**src/rtl/ipchk_pkg.sv**
```systemverilog
package ipchk_pkg;

    localparam logic [15:0] ETYPE_IPV4 = 16'h0800;
    localparam logic [15:0] ETYPE_IPV6 = 16'h86DD;
    localparam int          IP_OFS     = 14;
    localparam int          V6_HDR_LEN = 40;
    localparam int          N_TRACKED  = 4;

    // transport protocols whose byte count is checked
    localparam logic [7:0] TRACKED_PROTO [N_TRACKED] = '{8'd1, 8'd6, 8'd17, 8'd58};

    typedef struct packed {
        logic [15:0] etype;
        logic [3:0]  ver;
        logic [3:0]  ihl;
        logic [15:0] v4_total;
        logic [7:0]  v4_proto;
        logic [15:0] v6_plen;
        logic [7:0]  v6_next;
    } hdr_fields_t;

endpackage

```
**src/rtl/ipchk_field_cap.sv**
```systemverilog
module ipchk_field_cap
    import ipchk_pkg::*;
#(
    parameter int LEN_W = 16
) (
    input  logic             clk,
    input  logic             rst_n,
    input  logic             in_valid,
    input  logic             in_sof,
    input  logic [7:0]       in_data,
    input  logic [LEN_W-1:0] cur_pos,
    output hdr_fields_t      fld_now
);

    localparam logic [LEN_W-1:0] P_ET_HI = LEN_W'(12);
    localparam logic [LEN_W-1:0] P_ET_LO = LEN_W'(13);
    localparam logic [LEN_W-1:0] P_VER   = LEN_W'(IP_OFS);
    localparam logic [LEN_W-1:0] P_TL_HI = LEN_W'(IP_OFS + 2);
    localparam logic [LEN_W-1:0] P_TL_LO = LEN_W'(IP_OFS + 3);
    localparam logic [LEN_W-1:0] P_PL_HI = LEN_W'(IP_OFS + 4);
    localparam logic [LEN_W-1:0] P_PL_LO = LEN_W'(IP_OFS + 5);
    localparam logic [LEN_W-1:0] P_NH    = LEN_W'(IP_OFS + 6);
    localparam logic [LEN_W-1:0] P_PROTO = LEN_W'(IP_OFS + 9);

    hdr_fields_t fld_d, fld_q;

    always_comb begin
        fld_d = fld_q;
        if (in_valid) begin
            if (in_sof) begin
                fld_d = '0;
            end
            if (cur_pos == P_ET_HI) fld_d.etype[15:8]    = in_data;
            if (cur_pos == P_ET_LO) fld_d.etype[7:0]     = in_data;
            if (cur_pos == P_VER) begin
                fld_d.ver = in_data[7:4];
                fld_d.ihl = in_data[3:0];
            end
            if (cur_pos == P_TL_HI) fld_d.v4_total[15:8] = in_data;
            if (cur_pos == P_TL_LO) fld_d.v4_total[7:0]  = in_data;
            if (cur_pos == P_PL_HI) fld_d.v6_plen[15:8]  = in_data;
            if (cur_pos == P_PL_LO) fld_d.v6_plen[7:0]   = in_data;
            if (cur_pos == P_NH)    fld_d.v6_next        = in_data;
            if (cur_pos == P_PROTO) fld_d.v4_proto       = in_data;
        end
        fld_now = fld_d;
    end

    always_ff @(posedge clk) begin
        if (!rst_n) begin
            fld_q <= '0;
        end else begin
            fld_q <= fld_d;
        end
    end

endmodule

```
**config.mk**
```make
export PLATFORM = sky130hd
export DESIGN_NAME = ipchk_field_cap
export DESIGN_NICKNAME = d
export VERILOG_FILES = /design/src/rtl/ipchk_pkg.sv /design/src/rtl/ipchk_field_cap.sv
export SDC_FILE = /design/constraint.sdc
export NUM_CORES = 1
export LEC_CHECK = 0
export ABC_AREA = 1
export BUFFER_PORTS_ARGS = -buffer_cell sky130_fd_sc_hd__buf_2
export CORE_ASPECT_RATIO = 0.5
export CORE_MARGIN = 2
export CORE_UTILIZATION = 55
export CTS_BUF_LIST = sky130_fd_sc_hd__clkbuf_8
export CTS_CLUSTER_DIAMETER = 60
export CTS_CLUSTER_SIZE = 25
export DETAILED_ROUTE_END_ITERATION = 8
export GPL_ROUTABILITY_DRIVEN = 0
export GPL_TIMING_DRIVEN = 0
export PLACE_DENSITY = 0.88
export SYNTH_ARGS = -nofsm -noshare
export SYNTH_HDL_FRONTEND = slang
export SYNTH_SLANG_ARGS = --single-unit
```
**constraint.sdc**
```tcl
create_clock -name clk -period 2.4 [get_ports clk]
set_input_delay 0 -clock clk [delete_from_list [all_inputs] [get_ports clk]]
set_output_delay 0 -clock clk [all_outputs]
set_load 0.02 [all_outputs]
```
==> results of run 1 <==
## worst max-delay path, cell delays in order
cell and delay (ns):
buf_2 0.10, nor2_1 0.10, nand2_1 0.09, nor2_4 0.23
nand2_1 0.14, nand2_1 0.10, nand2_2 0.12, nand2_1 0.12
nand2_1 0.06, buf_2 0.16
## per-layer routing
metal  GRT usage  part of all wire  up-vias
met3      0.0592             0.079       13
met4       0.110             0.014        0
li1            -                 -     1671
met5           0                 0        -
met1       0.349              0.43     1495
met2       0.456              0.47      115
## placed cells by master, fill, tap and decap left out, drive strengths merged
cell | synthesis | layout
nand2 | 266 | 266
buf | 2 | 100
a21oi | 72 | 72
dfxtp | 72 | 72
nor2 | 22 | 22
clkinv | 18 | 19
clkbuf | 7 | 17
inv | 7 | 8
clkinvlp | 0 | 2
bufinv | 0 | 2
dlygate4sd3 | 0 | 1
## timing repair
item,4_1_cts,5_1_grt
setup buffers,0,0
gates resized for setup,0,0
hold endpoints to repair,2,0
hold buffers,1,0
## worst max path at each step
stage	depth (start not counted)	endpoint	slack, ns
floorplan	8	fld_q[64]	1.53
global placement	10	fld_now[69]	1.23
detailed placement	10	fld_now[24]	1.19
CTS	10	fld_now[8]	1.19
global route	10	fld_now[31]	1.04
finish	10	fld_now[8]	1.18
## power by group
group	switching [mW]	total, mW	internal, mW
Clock	0.442	1.05	0.608
Sequential	0.00000197	1.19	1.19
Combinational	0.102	0.137	0.0348
Total	0.544	2.38	1.84
## layout make-up
type / count / area [µm²]
Timing Repair Buffer: 99 / 500
Clock buffer: 10 / 138
Clock inverter: 6 / 83.8
Buffer: 9 / 42.5
Tap cell: 73 / 91.3
Fill cell: 482 / 1540
Inverter: 25 / 105
Multi-Input combinational cell: 360 / 1470
Sequential cell: 72 / 1440
## per-stage QoR
step / cell area [µm²] / util / worst slack [ns] / std cells / power, mW
after CTS: 3880 / 0.715 / 1.19 / 654 / 2.38
after detailed placement: 3640 / 0.672 / 1.19 / 637 / 1.35
after floorplan: 3060 / - / 1.53 / 466 / 1.30
after global placement: 3640 / 0.672 / 1.23 / 637 / 1.35
final: 3880 / 0.715 / 1.18 / 654 / 2.38
after global routing: 3880 / 0.715 / 1.04 / 654 / 2.45
## logic make-up (layout without fill, tap and decap cells)
group	after synthesis	in the layout	synth area share
AOI/OAI and AO/OA	72	72	0.118
buffers and inverters	34	149	0.0482
DFF	72	72	0.471
and+or+nand+nor	288	288	0.364
==> results.json, run 1 <==
{
  "place_hpwl_um": 5740,
  "postRouteAntennaNets": 0,
  "timing.hold.ws_ns": 0.257,
  "portBuffers": 98,
  "netlist_top_cells_count": "nand2_1, a21oi_1, dfxtp_1",
  "start_util": 0.565,
  "die_area_um2": 6220,
  "postSynth.asyncResetShare": 0,
  "first_pass_iters": 5,
  "fp.dieW_um": 110,
  "finalHoldViolations": 0,
  "synth.net_count": 494,
  "rsz0062_at_grt": "false",
  "nets": 604,
  "required_ns": 2.40,
  "ios": 100,
  "drcViolationCount": 0,
  "r2r_end": "fld_q[63]",
  "seq_area_frac_synth": 0.471,
  "grt_usage": 0.275,
  "hold_end": "fld_q[23]",
  "area_delta_synth_final_pct": 26.6,
  "synth_cells": 466,
  "synth_enable_flop_cells": 0,
  "crit_arrival_ns": 1.22,
  "grt_max_degree": 13,
  "worst-r2r-setup-slack_ns": 1.77,
  "status": "finished clean",
  "grt_pass1_wl_um": 13000,
  "drive_gt1_frac": 0.236,
  "max_freq_mhz": 817,
  "detail_route.wl_per_cell_um": 12.7,
  "power_density_nw_per_um2": 614,
  "clk_latency_ns": 0.34,
  "drtIter0Drc": 198,
  "avgViaCountPerCell": 5.04,
  "globalRoute.totalOverflow": 0,
  "tightest_slew_ns": 0.585,
  "vdd_ir_drop_max_uv": 404,
  "tns_ns": 0,
  "core_um2": 5420,
  "yosys_warnings": 0,
  "critPathLaunch": "cur_pos[15]",
  "yosysMostFrequentCell": "nand2_1",
  "drt_wl_total_um": 8290,
  "hold_class": "in2reg",
  "cts_made_buffers": 9,
  "synthFlopType": "dfxtp_1",
  "largest-register": "fld_q",
  "antenna_found_initial": 0,
  "root_buffer": "clkbuf_8",
  "yosys.area.top_type": "dfxtp_1",
  "p_leak_nw": 2.16,
  "die_y_um": 56.8,
  "cts_sinks": 72,
  "diodes": 0,
  "setup_viol_count_final": 0,
  "grt_pass1_vias": 2983,
  "synth.avg_cell_area_um2": 6.57,
  "holdCritStartpoint": "in_data[7]",
  "clock_skew_ns": 0,
  "ys_types": 14,
  "synth_top_area_share": 0.471,
  "crit_type": "in2out",
  "slew_viol_final": 0,
  "vias": 3294,
  "maxCapViolations": 0,
  "holdPathStages": 5,
  "synth.area.top_cells": "dfxtp_1, nand2_1, a21oi_1",
  "reg_top3": "fld_q: 72 flops",
  "cts_tree": "yes",
  "critPathMaxFanout": 9,
  "rows": 19,
  "synth_seq_cells": 72,
  "layout_min_cycle_time_ns": 1.22,
  "h-tree-depth": 3,
  "clk_pin_slew_ns": 0.07,
  "largest_reg_flops": 72,
  "reg2reg_depth": 2,
  "reg2reg_from": "fld_q[63]",
  "cp-start-kind": "input port",
  "endpoint_kind": "primary output",
  "clk_path_buf_depth": 2,
  "maxSlewHeadroom": 0.610,
  "fin_crit_sh": 0.510,
  "syn_area_um2": 3060
}
(Power assumes the default switching activity.)
==> run 2, diff against run 1 <==
ABC_AREA = 0   (was 1)
CORE_UTILIZATION = 51   (was 55)
PLACE_DENSITY = 0.81   (was 0.88)
clock period = 1 ns   (was 2.4 ns; I/O delays follow)
==> results.json, run 2 <==
{
  "reg2reg_depth": 5,
  "h-tree-depth": 3,
  "fp.dieW_um": 133,
  "drt_wl_total_um": 18200,
  "path_cells": "buf_6, nor4b_4, buf_4, nand4_4, mux2i_1, nand2_1, buf_2",
  "grt_pass1_vias": 4273,
  "crit_arrival_ns": 1.71,
  "postRouteAntennaNets": 0,
  "place_hpwl_um": 7970,
  "drive_gt1_frac": 0.457,
  "vdd_ir_drop_max_uv": 907,
  "hold_class": "in2reg",
  "cts_made_buffers": 9,
  "timing.hold.ws_ns": 0.115,
  "first_pass_iters": 5,
  "globalRoute.totalOverflow": 0,
  "power_mw": 6.24,
  "root_buffer": "clkbuf_8",
  "ios": 100,
  "p_leak_nw": 3.09,
  "grt_pass1_wl_um": 21600,
  "finalHoldViolations": 0,
  "yosysMostFrequentCell": "dfxtp_1",
  "syn_area_um2": 4230,
  "postSynth.asyncResetShare": 0,
  "antenna_found_initial": 0,
  "maxSlewHeadroom": 0.452,
  "synth_top_area_share": 0.341,
  "portBuffers": 95,
  "diodes": 0,
  "clk_pin_slew_ns": 0.09,
  "cpMaxStageDelayCell": "nor4b_4",
  "drtIter0Drc": 738,
  "layout_common_cells": "dfxtp_1, nand2b_1, buf_6",
  "cts_sinks": 72,
  "max_stage_delay_ns": 0.45,
  "register_area_um2": 1440,
  "die_area_um2": 9080,
  "setup_viol_count_final": 144,
  "seq_area_frac_synth": 0.341,
  "reg_top3": "fld_q: 72 flops",
  "synth_enable_flop_cells": 0,
  "synth_seq_cells": 72,
  "multi_input_area_um2": 3320,
  "holdCritStartpoint": "in_data[0]",
  "endpoint_kind": "primary output",
  "nFillCells": 385,
  "crit_type": "in2out",
  "synth.area.top_cells": "dfxtp_1, mux2i_1, nand2b_1",
  "required_ns": 1.00,
  "place_ws_ns": -0.876,
  "violations": "negative setup slack",
  "synth.net_count": 528,
  "synthFlopType": "dfxtp_1",
  "final_common_cell": "dfxtp_1",
  "holdPathStages": 4,
  "netlist_top_cells_count": "dfxtp_1, nand2b_1, nand2_1",
  "rows": 23,
  "max_freq_mhz": 586,
  "core_um2": 8030,
  "grt_max_degree": 15,
  "largest_reg_flops": 72,
  "synth.avg_cell_area_um2": 8.46,
  "worst-r2r-setup-slack_ns": -0.32,
  "nets": 675,
  "vias": 4994,
  "grt_usage": 0.309,
  "clock_skew_ns": 0,
  "clk_latency_ns": 0.37,
  "fin_crit_sh": 1.71,
  "synth_cells": 500,
  "ys_types": 33,
  "status": "complete, but fails checks",
  "post-route-util": 0.808,
  "yosys.area.top_type": "dfxtp_1",
  "largest-register": "fld_q",
  "avgViaCountPerCell": 6.54,
  "slew_viol_final": 0,
  "yosys_warnings": 0,
  "clk_path_buf_depth": 2,
  "area_delta_synth_final_pct": 53.4,
  "drcViolationCount": 0,
  "tightest_slew_ns": 0.822,
  "power_density_nw_per_um2": 962,
  "detail_route.wl_per_cell_um": 23.9,
  "tns_ns": -55.47,
  "reg2reg_from": "fld_q[18]",
  "rsz0062_at_grt": "true",
  "layout_min_cycle_time_ns": 1.71,
  "cts_tree": "yes",
  "start_util": 0.527,
  "cp-start-kind": "input port",
  "r2r_end": "fld_q[18]",
  "die_y_um": 68.4,
  "maxCapViolations": 0,
  "hold_end": "fld_q[64]",
  "setup_ws_ns": -0.708,
  "critPathMaxFanout": 8
}
run 2: worst max-delay path by stage:
stage                start  slack, ns     endpoint
3_3_place_gp   cur_pos[13]      -0.84  fld_now[12]
6_report        cur_pos[6]      -0.71   fld_now[4]
4_1_cts        cur_pos[12]      -0.47  fld_now[69]
2_1_floorplan  cur_pos[13]      -0.43    fld_q[10]
3_5_place_dp   cur_pos[13]      -0.88  fld_now[12]
5_1_grt         cur_pos[1]      -0.69  fld_now[34]
run 2: critical path: cells and delay by family:
| kind | cells | cell delay (ns) |
|---|---|---|
| mux | 1 | 0.37 |
| buf+inv | 3 | 0.52 |
| simple gates | 3 | 0.81 |
run 2: metrics by stage:
step | cell area [µm²] | instances
after floorplan | 4330 | 500
after global placement | 4940 | 707
after detailed placement | 4940 | 707
after CTS | 5820 | 753
after global routing | 6490 | 764
final | 6490 | 764
run 2: area by class of cell:
type / instances / area share
clock inverters: 7 / 0.0156
plain buffers: 29 / 0.0272
multi-input cells: 398 / 0.511
clock buffers: 9 / 0.0191
flip-flops and latches: 72 / 0.222
well taps: 112 / 0.0216
repair buffers: 136 / 0.182
inverters: 1 / 0.000578
run 2: what timing repair did:
item / 4_1_cts / 5_1_grt
hold buffers: 1 / 0
buffers inserted: 30 / 14
gates cloned: 0 / 4
pin swaps: 44 / 62
endpoints found under the setup margin: 144 / 144
hold endpoints to repair: 2 / 0
gates resized for setup: 101 / 150
run 2: layer usage:
layer	part of all wire	vias up	GRT usage
met5	0	-	0
met2	0.44	495	0.517
met3	0.12	172	0.0852
met1	0.36	2288	0.371
met4	0.072	0	0.175
li1	-	2039	-
run 2: kinds of logic after synthesis:
kind of cell / after synthesis / share of synthesized area
AND/OR/NAND/NOR: 278 / 0.411
AO/OA/AOI/OAI: 72 / 0.0923
multiplexers: 48 / 0.114
flip-flops: 72 / 0.341
buffers and inverters: 30 / 0.0426
run 2: report_power, final:
part	switching (mW)	internal [mW]	leakage (nW)
registers	0.0000143	2.86	0.580
logic	0.425	0.219	2.41
clock network	1.30	1.43	0.107
